**config.mk**
```make
export PLATFORM = sky130hd
export DESIGN_NAME = seg_page_mapper
export DESIGN_NICKNAME = d
export VERILOG_FILES = /design/src/rtl/spm_pkg.sv /design/src/rtl/spm_io_decode.sv /design/src/rtl/spm_map_table.sv /design/src/rtl/spm_translate.sv /design/src/rtl/seg_page_mapper.sv
export SDC_FILE = /design/constraint.sdc
export NUM_CORES = 1
export LEC_CHECK = 0
export ABC_AREA = 1
export ABC_CLOCK_PERIOD_IN_PS = 3900
export BUFFER_PORTS_ARGS = -buffer_cell sky130_fd_sc_hd__buf_2
export CAP_MARGIN = 30
export CORE_MARGIN = 8
export CORE_UTILIZATION = 55
export CTS_CLUSTER_SIZE = 20
export DETAILED_ROUTE_END_ITERATION = 10
export PLACE_DENSITY = 0.77
export SETUP_SLACK_MARGIN = 0.4
export SYNTH_ARGS = -nofsm -noshare
export SYNTH_HDL_FRONTEND = slang
export SYNTH_SLANG_ARGS = --single-unit
export TNS_END_PERCENT = 20
```
**constraint.sdc**
```tcl
create_clock -name clk -period 3.9 [get_ports clk]
set_input_delay 0.39 -clock clk [delete_from_list [all_inputs] [get_ports clk]]
set_output_delay 0.39 -clock clk [all_outputs]
set_load 0.1 [all_outputs]
```
**src/rtl/spm_pkg.sv**
```systemverilog
// Package: shared constants and the reset-layout function of the page mapper.
// Assumes the reset layout is low memory one to one, then video windows,
// then the pages that follow the video area.
package spm_pkg;

    // Default page of window w after reset.
    function automatic int unsigned spm_default_page(
        input int unsigned w,
        input int unsigned low_win,
        input int unsigned vid_win,
        input int unsigned vid_pages
    );
        if (w < low_win + vid_win)
            return w;
        return w + vid_pages - vid_win;
    endfunction

endpackage

```
**src/rtl/spm_io_decode.sv**
```systemverilog
// Module: decodes the I/O port address against the map register block.
// Assumes the block occupies NUM_WIN consecutive ports starting at IO_BASE.
module spm_io_decode #(
    parameter int IO_W    = 16,
    parameter int WIN_W   = 4,
    parameter int IO_BASE = 16'h0080,
    localparam int NUM_WIN = 1 << WIN_W
) (
    input  logic [IO_W-1:0]    io_addr,
    input  logic               io_wr_en,
    output logic               hit,
    output logic [WIN_W-1:0]   idx,
    output logic [NUM_WIN-1:0] wr_sel
);

    logic [IO_W-1:0] off;

    // Offset of the port from the block base and range test.
    always_comb begin
        off = io_addr - IO_W'(IO_BASE);
        hit = (off < IO_W'(NUM_WIN));
        idx = off[WIN_W-1:0];
    end

    // One write-select line per window.
    for (genvar i = 0; i < NUM_WIN; i++) begin : g_sel
        assign wr_sel[i] = io_wr_en && hit && (idx == WIN_W'(i));
    end

endmodule

```
**src/rtl/spm_map_table.sv**
```systemverilog
// Module: the table of per-window page registers with their reset layout.
// Assumes wr_sel is one-hot or zero; reset has priority over a write.
module spm_map_table #(
    parameter int PAGE_W    = 10,
    parameter int WIN_W     = 4,
    parameter int LOW_WIN   = 10,
    parameter int VID_WIN   = 2,
    parameter int VID_PAGES = 8,
    localparam int NUM_WIN  = 1 << WIN_W
) (
    input  logic                            clk,
    input  logic                            rst_n,
    input  logic [NUM_WIN-1:0]              wr_sel,
    input  logic [PAGE_W-1:0]               wr_page,
    output logic [NUM_WIN-1:0][PAGE_W-1:0]  pages
);

    for (genvar i = 0; i < NUM_WIN; i++) begin : g_win
        localparam logic [PAGE_W-1:0] DEF_PAGE =
            PAGE_W'(spm_pkg::spm_default_page(i, LOW_WIN, VID_WIN, VID_PAGES));

        // Load the default at reset, the written page on a select.
        always_ff @(posedge clk) begin
            if (!rst_n)
                pages[i] <= DEF_PAGE;
            else if (wr_sel[i])
                pages[i] <= wr_page;
        end
    end

endmodule

```
**src/rtl/spm_translate.sv**
```systemverilog
// Module: forms the RAM address from the window's page and the CPU offset.
// Assumes the window index is the top WIN_W bits of the CPU address.
module spm_translate #(
    parameter int PAGE_W   = 10,
    parameter int WIN_W    = 4,
    parameter int OFS_W    = 16,
    localparam int NUM_WIN = 1 << WIN_W,
    localparam int CPU_AW  = WIN_W + OFS_W,
    localparam int RAM_AW  = PAGE_W + OFS_W
) (
    input  logic [CPU_AW-1:0]               cpu_addr,
    input  logic [NUM_WIN-1:0][PAGE_W-1:0]  pages,
    output logic [RAM_AW-1:0]               ram_addr
);

    logic [WIN_W-1:0] win;

    // Select the window's page and append the untouched offset.
    always_comb begin
        win      = cpu_addr[CPU_AW-1:OFS_W];
        ram_addr = {pages[win], cpu_addr[OFS_W-1:0]};
    end

endmodule

```
**src/rtl/seg_page_mapper.sv**
```systemverilog
// Module: top of the real-mode window page mapper.
// Translates the CPU address through the page table and gives I/O access
// to the table. Assumes single-cycle I/O write strobes.
module seg_page_mapper #(
    parameter int CPU_AW    = 20,
    parameter int OFS_W     = 16,
    parameter int PAGE_W    = 10,
    parameter int IO_W      = 16,
    parameter int IO_BASE   = 16'h0080,
    parameter int LOW_WIN   = 10,
    parameter int VID_WIN   = 2,
    parameter int VID_PAGES = 8,
    localparam int WIN_W    = CPU_AW - OFS_W,
    localparam int NUM_WIN  = 1 << WIN_W,
    localparam int RAM_AW   = PAGE_W + OFS_W
) (
    input  logic              clk,
    input  logic              rst_n,
    input  logic [CPU_AW-1:0] cpu_addr,
    output logic [RAM_AW-1:0] ram_addr,
    input  logic [IO_W-1:0]   io_addr,
    input  logic              io_wr_en,
    input  logic [IO_W-1:0]   io_wdata,
    output logic [IO_W-1:0]   io_rdata
);

    logic                            hit;
    logic [WIN_W-1:0]                idx;
    logic [NUM_WIN-1:0]              wr_sel;
    logic [NUM_WIN-1:0][PAGE_W-1:0]  pages;

    spm_io_decode #(
        .IO_W(IO_W), .WIN_W(WIN_W), .IO_BASE(IO_BASE)
    ) u_dec (
        .io_addr(io_addr), .io_wr_en(io_wr_en),
        .hit(hit), .idx(idx), .wr_sel(wr_sel)
    );

    spm_map_table #(
        .PAGE_W(PAGE_W), .WIN_W(WIN_W), .LOW_WIN(LOW_WIN),
        .VID_WIN(VID_WIN), .VID_PAGES(VID_PAGES)
    ) u_tab (
        .clk(clk), .rst_n(rst_n), .wr_sel(wr_sel),
        .wr_page(io_wdata[PAGE_W-1:0]), .pages(pages)
    );

    spm_translate #(
        .PAGE_W(PAGE_W), .WIN_W(WIN_W), .OFS_W(OFS_W)
    ) u_xl (
        .cpu_addr(cpu_addr), .pages(pages), .ram_addr(ram_addr)
    );

    // Readback: zero-extended page of the addressed window, zero on a miss.
    always_comb begin
        io_rdata = '0;
        if (hit)
            io_rdata = IO_W'(pages[idx]);
    end

endmodule

```
# ---- After elaboration in Yosys (flattened, before gate mapping)
# Index checks and enable logic that the tools add are counted.
dict set report op_classes {
  n_addsub 1
  mul 0
  n_div 0
  order_cmp 3
  eq_ne 15
  shifts 0
  muxes 5
  n_bitwise 0
  reduce_logical 18
}
# operator n
set ops {}
lappend ops {{$bmux 10 s4} 2}
lappend ops {{$eq 4x4->1 const B} 8}
lappend ops {{$mux 10} 3}
lappend ops {{$logic_and 1x1->1} 17}
lappend ops {{$eq 4x3->1 const B} 4}
lappend ops {{$lt 16x5->1 const B} 1}
lappend ops {{$sub 16x8->16 const B} 1}
lappend ops {{$lt 4x5->1 const B} 2}
lappend ops {{$eq 4x2->1 const B} 2}
lappend ops {{$eq 4x1->1 const B} 1}
lappend ops {{$logic_not 4->1} 1}
dict set report word_totals {
  reg_bits 160
  latch_bits 0
  ram_bits 0
  mem_bits_ro 0
  mem_count 0
}

# ---- Logic depth before layout (Yosys ltp)
# Gate-level depths: netlist of the first run.
dict set report logic_depth {
  word_depth 4
  ltp_mapped 12
  depth_no_buf 10
}

# ---- Modules after synthesis
# From an unflattened synthesis of the first run, not the netlist that was laid out.
dict set report hier_totals {
  hier_cells 1901
  hier_area_um2 10520.1
}
# mod instances cells_per_inst area_each_um2
set by_module_without_submodules {}
lappend by_module_without_submodules {spm_map_table 1 854 5997.0}
lappend by_module_without_submodules {spm_translate 1 501 2177.1}
lappend by_module_without_submodules {seg_page_mapper 1 473 1985.7}
lappend by_module_without_submodules {spm_io_decode 1 73 360.3}

# ---- Worst setup path after synthesis of the first run
# OpenSTA, ideal clock, no wires.
dict set report synth_path {
  path_kind {input to output}
  start {input io_addr[7]}
  end {output io_rdata[2]}
  arrival_time_ns 2.643
  t_required_ns 3.510
  slack_ns 0.867
  path_stages 10
  cell_sequence {inv_2 -> ha_1 -> inv_1 -> nor2_1 -> nand2_2 -> nor2_8 -> nand2_1 -> clkinv_1 -> nand2_1 -> nor2_1}
}
dict set report synth_via {
  elab_chain_len 3
}
# item line_no
set synth_lines {}
lappend synth_lines {{start: declaration} seg_page_mapper.sv:21} ;# input logic [IO_W-1:0] io_addr,
lappend synth_lines {{$sub 16x8->16} spm_io_decode.sv:20} ;# off = io_addr - IO_W'(IO_BASE);
lappend synth_lines {{$lt 16x5->1} spm_io_decode.sv:21} ;# hit = (off < IO_W'(NUM_WIN));
lappend synth_lines {{$mux 10} seg_page_mapper.sv:56} ;# if (hit)
lappend synth_lines {{end: declaration} seg_page_mapper.sv:24} ;# output logic [IO_W-1:0] io_rdata
# No other way between the ends.

# ---- Final worst setup path of the first run
dict set report layout_path {
  start {input io_addr[0]}
  end {output io_rdata[2]}
}
dict set report layout_via {
  elab_chain_len 4
  elab_cells_between_ends 5
  cone_classes {add/sub: 1; order compare: 1; mux: 3}
}
# item line_no
set layout_lines {}
lappend layout_lines {{$sub 16x8->16 *} spm_io_decode.sv:20}
lappend layout_lines {{parallel branches: the longest is 2 deep, another holds $lt 16x5->1} --}
lappend layout_lines {{$mux 10 *} seg_page_mapper.sv:56}
# Mark *: on every way between the ends. The select of a mux whose other input is x is not followed.

==> summary.txt, run 1 <==
status - finished, final reports clean
Die W - 148.7 um
synth-to-layout area growth - 6.472%
hold buffer count at CTS - 0
min-delay worst type - input port to flop
CTS buffer count - 17
Power Density - 369.3 nW/um2
Clock Latency Late Sink - 430 ps
CP Max Fanout - 9
Clock Path Buffers - 2
total track usage - 26.40%
Syn Area/Cell - 5.986 um2
mean routed wirelength per cell - 16.11 um
worst path bufs/invs - 3
initial antenna violation count - 0
delay-heaviest family, CP - buffers and inverters
Tmin final - 3032 ps
clock skew - 0 ps
Post-Synthesis Cells - 1618
Fin. Hold Viols - 0
I/O pins - 97
maximum clock rate - 329.8 MHz
Placement Cell Area - 9743 um2
antenna fix cells - 0
CTS H-Tree Depth - 4
final cycle utilization of the critical path - 77.75%
CTS sink cnt - 160
Starting Density - 56.19%
row count - 48
#FFs+latches synth - 160
Biggest register - u_tab.pages
crit path cell chain - buf_2 > nand2_1 > inv_1 > nand2_1 > o21ai_0 > o21ai_0 > nand2_1 > nor2_1 > buf_2
die area - 22110 um2
Multi-input gate area - 5220 um2
drt drc - 0
vias in the first global route - 9050
Pins Over Slew Limit - 0
Placed Cells - 1785
crit path DAT - 2640 ps
Yosys cell types - 27
die height - 148.7 um
GPL Wtd Cong - 0.9066
commonest cells after routing, fill and taps aside - nand2_1 (458), nor2_1 (353), dfxtp_1 (160)
max reg flops - 160
sequential area share after synthesis - 33.07%
CP max stage delay - 490 ps
vias per cell - 5.555
antenna-violating nets left - 0
relative slew slack - 35.02%
final-stage net count - 1635
fillers - 1675
CTS root buf - clkbuf_16
TritonCTS clock tree - done
Core Area - 17240 um2
Worst-path clk slew - 60 ps
vias - 10090
maximum VDD drop - 0.3202 mV
Hold WS - 386.4 ps
Initial DRT Pass Iterations - 6
maxcap violations - 0
most frequent CP cell - nand2_1
area leader, netlist - dfxtp_1
Final HPWL DP - 18.45 mm
Setup Viol. Count Final - 0
setup_tns - 0 ps
drt total wl - 29.27 mm
Reg area - 3203 um2
Post-CTS Setup Bufs - 0
Port-buffer cells - 52
Yosys top cell area share - 33.07%
CP startpoint kind - input port
critical path required time - 3510 ps
biggest regs - u_tab.pages (160)
Critical Path End Type - output port
global-route wire length before repair - 46.60 mm
worst slew pin tran - 973.6 ps
largest net degree at the start of global routing - 96
leakage - 5.533 nW
top post-synthesis cells by area - dfxtp_1 (33%), nand2_1 (18%), nor2_1 (14%)
critical path class - input port to output port
fin area - 10310 um2
RSZ-0062 raised after global routing - no
YS warnings - 0
Finished Layout Cells - 1817
PostCTS Resize Cnt - 0
commonest non-fill, non-tap cell in the layout - nand2_1
share of cells above drive strength 1 - 8.040%
CP max stage cell - buf_2
DRT iter0 DRCs - 1163
Netlist Area Pre-Place - 9686 um2
grt total ovfl - 0
==> logic make-up (layout without fill, tap and decap cells) <==
| kind of cell | count (synthesis) | in the layout | share of synthesized area (%) |
|---|---|---|---|
| AO/OA/AOI/OAI | 191 | 191 | 11.26 |
| adder cells (fa/ha/maj) | 1 | 1 | 0.1292 |
| buffers and inverters | 295 | 264 | 13.28 |
| flip-flops | 160 | 160 | 33.07 |
| other | 1 | 6 | 0.03872 |
| AND/OR/NAND/NOR | 970 | 970 | 42.22 |
==> where the power goes <==
part           leakage (nW)  internal, mW  switching [mW]
sequential             1.29          1.63       0.0000148
combinational          3.96         0.107           0.397
clock                 0.282         0.990           0.681
total                  5.53          2.73            1.08
==> per-stage QoR <==
step / power [mW] / setup slack, ps / util (%)
floorplan: 2.116 / 867.0 / -
global placement: 2.159 / 1057 / 56.53
detailed placement: 2.163 / 1043 / 56.53
CTS: 3.794 / 1012 / 59.83
global route: 3.904 / 856.9 / 59.83
finish: 3.809 / 867.8 / 59.83
==> synthesized netlist by cell type, drive strengths merged <==
cell type / instances
o21ai: 50
o22ai: 2
nand2: 463
nand3: 128
nor2: 363
a21oi: 89
conb: 1
a22oi: 8
ha: 1
nand4: 16
inv: 158
dfxtp: 160
clkinv: 6
o2111ai: 6
buf: 68
o211ai: 36
clkbuf: 63
==> worst min-delay path, delay by kind of cell <==
family | cells | cell delay [ps]
buf+inv | 1 | 210
simple gates | 2 | 180
==> routing by layer <==
layer	part of all wire, %	wire length [um]	vias to the layer above	GRT usage (%)
li1	-	-	4940	-
met1	41	12120	4538	34.58
met4	3.2	941	0	11.52
met2	46	13400	525	41.77
met5	0	0	-	0
met3	9.6	2817	91	4.771
==> worst paths after layout <==
| kind | from | to | slack (ps) | cells after the start |
|---|---|---|---|---|
| worst max-delay path | io_addr[0] | io_rdata[2] | 870 | 9 |
| worst min-delay path | io_wdata[8] | u_tab.pages[58] | 390 | 3 |
| worst max register to register | u_tab.pages[41] | u_tab.pages[41] | 3170 | 4 |
| worst min register to register | u_tab.pages[131] | u_tab.pages[131] | 470 | 2 |
==> layout make-up <==
class / count / area share (%)
tap: 225 / 2.730
multi-input combinational: 1168 / 50.62
timing repair buffer: 68 / 4.101
clock buffer: 26 / 4.744
clock inverter: 6 / 0.7765
sequential: 160 / 31.06
inverter: 164 / 5.969
Note: power is estimated with default switching activity, not from simulation.
==> inputs of run 2 (changes only) <==
ABC_CLOCK_PERIOD_IN_PS = 2500   (was 3900)
CORE_UTILIZATION = 54   (was 55)
PLACE_DENSITY = 0.79   (was 0.77)
clock period = 2.5 ns   (was 3.9 ns; I/O delays follow)
==> summary.txt, run 2 (synthesis results as in run 1) <==
final cycle utilization of the critical path - 81.75%
vias per cell - 5.627
synth-to-layout area growth - 13.69%
hold path depth - 3
drt total wl - 31.61 mm
CP Max Fanout - 12
Reg2Reg Capture Point - u_tab.pages[127]
Worst-path clk slew - 60 ps
WL met1 - 11.89 mm
cell depth of the worst flop-to-flop path - 4
min-delay worst type - input port to flop
relative slew slack - 55.23%
max reg flops - 160
reg2reg start - u_tab.pages[127]
share of cells above drive strength 1 - 10.82%
commonest cells after routing, fill and taps aside - nand2_1 (455), nor2_1 (343), dfxtp_1 (160)
origin of the worst min-delay path - io_wdata[2]
CTS sink cnt - 160
CTS H-Tree Depth - 4
worst reg2reg setup slack - 1790 ps
power share of the combinational group - 14.4%
switching share of total power - 27.55%
row count - 49
WL met3 - 3.641 mm
total track usage - 27.90%
RSZ-0062 raised after global routing - yes
Setup Viol. Count Final - 0
power share of the clock group - 44.6%
die area - 22480 um2
Critical Path End Type - output port
max layer used - met4
Biggest register - u_tab.pages
antenna fix cells - 0
vias - 10390
GPL Wtd Cong - 0.8862
final-stage net count - 1661
TritonCTS clock tree - done
maximum clock rate - 489.3 MHz
die height - 149.9 um
vias in the first global route - 9395
maximum VDD drop - 0.3618 mV
Clock Latency Late Sink - 430 ps
leakage - 5.787 nW
largest net degree at the start of global routing - 79
Initial DRT Pass Iterations - 5
clock skew - 0 ps
status - finished, final reports clean
Tmin final - 2044 ps
critical path class - input port to output port
Hold WS - 237.0 ps
I/O pins - 97
grt total ovfl - 0
Final Util - 61.94%
switching pwr - 1.714 mW
drt drc - 0
met2 WL - 14.48 mm
CTS root buf - clkbuf_16
antenna-violating nets left - 0
Fin. Hold Viols - 0
Placed Cells - 1812
Final HPWL DP - 19.31 mm
global-route wire length before repair - 49.18 mm
commonest non-fill, non-tap cell in the layout - nand2_1
CP startpoint kind - input port
Core Area - 17780 um2
Starting Density - 54.48%
biggest regs - u_tab.pages (160)
Die W - 149.9 um
Clock Path Buffers - 2
worst slew pin tran - 671.5 ps
maxcap violations - 0
Port-buffer cells - 52
crit path DAT - 1790 ps
Seq pwr share - 41.0%
Worst Hold Path EP - u_tab.pages[22]
mean routed wirelength per cell - 17.13 um
initial antenna violation count - 0
CTS buffer count - 17
Power Density - 565.0 nW/um2
setup_tns - 0 ps
critical path required time - 2250 ps
Pins Over Slew Limit - 0
DRT iter0 DRCs - 1165
Finished Layout Cells - 1846
Cell Int Power - 4.508 mW
hold buffer count at CTS - 0
[run 2: worst max-delay path by stage]
stage | to | slack (ps) | startpoint | depth (start not counted)
6_report | io_rdata[1] | 460 | io_addr[0] | 11
5_1_grt | io_rdata[1] | 370 | io_addr[0] | 11
4_1_cts | io_rdata[4] | 400 | io_addr[0] | 10
3_5_place_dp | u_tab.pages[30] | 320 | io_addr[7] | 11
3_3_place_gp | u_tab.pages[33] | 380 | io_addr[7] | 11
2_1_floorplan | io_rdata[4] | 180 | io_addr[7] | 10
[run 2: through the flow]
stage / power (mW) / area, um2 / worst slack [ps]
2_1_floorplan: 3.305 / 9739 / 175.7
3_3_place_gp: 3.459 / 10310 / 376.0
3_5_place_dp: 3.464 / 10310 / 317.3
4_1_cts: 6.187 / 10930 / 401.8
5_1_grt: 6.382 / 11010 / 370.8
6_report: 6.222 / 11010 / 456.4
[run 2: power groups by stage]
stage                     Clock, mW  Sequential [mW]  Combinational (mW)
after detailed placement          0             2.61               0.858
after CTS                      2.77             2.55               0.863
after global routing           2.89             2.55               0.944
after global placement            0             2.61               0.853
final                          2.78             2.55               0.897
after floorplan                   0             2.61               0.699
[run 2: cell type report]
| class | instances | area (um2) |
|---|---|---|
| clock inverters | 11 | 162.7 |
| multi-input cells | 1168 | 5293 |
| repair buffers | 94 | 985.9 |
| flip-flops and latches | 160 | 3203 |
| inverters | 164 | 624.3 |
| fillers | 1607 | 6768 |
| well taps | 229 | 286.5 |
| clock buffers | 20 | 456.7 |
[run 2: timing repair]
item,in CTS,in global routing
pin swaps,0,3
cloned,0,1
gates resized for setup,1,14
buffers inserted,0,2
endpoints found under the setup margin,7,10
[run 2: layer usage]
layer  GRT usage (%)  vias up
li1                -     4988
met1           33.38     4612
met2           45.05      661
met3           6.441      126
met4           16.49        0
met5               0        -
[run 2: critical path: stages]
cell and delay [ps]:
buf_2 160, nand2_4 100, buf_12 160, clkinvlp_4 200
buf_4 180, a21oi_1 140, nand2_1 60, nand2_1 50
nand3_1 80, nor2_2 190, buf_12 200
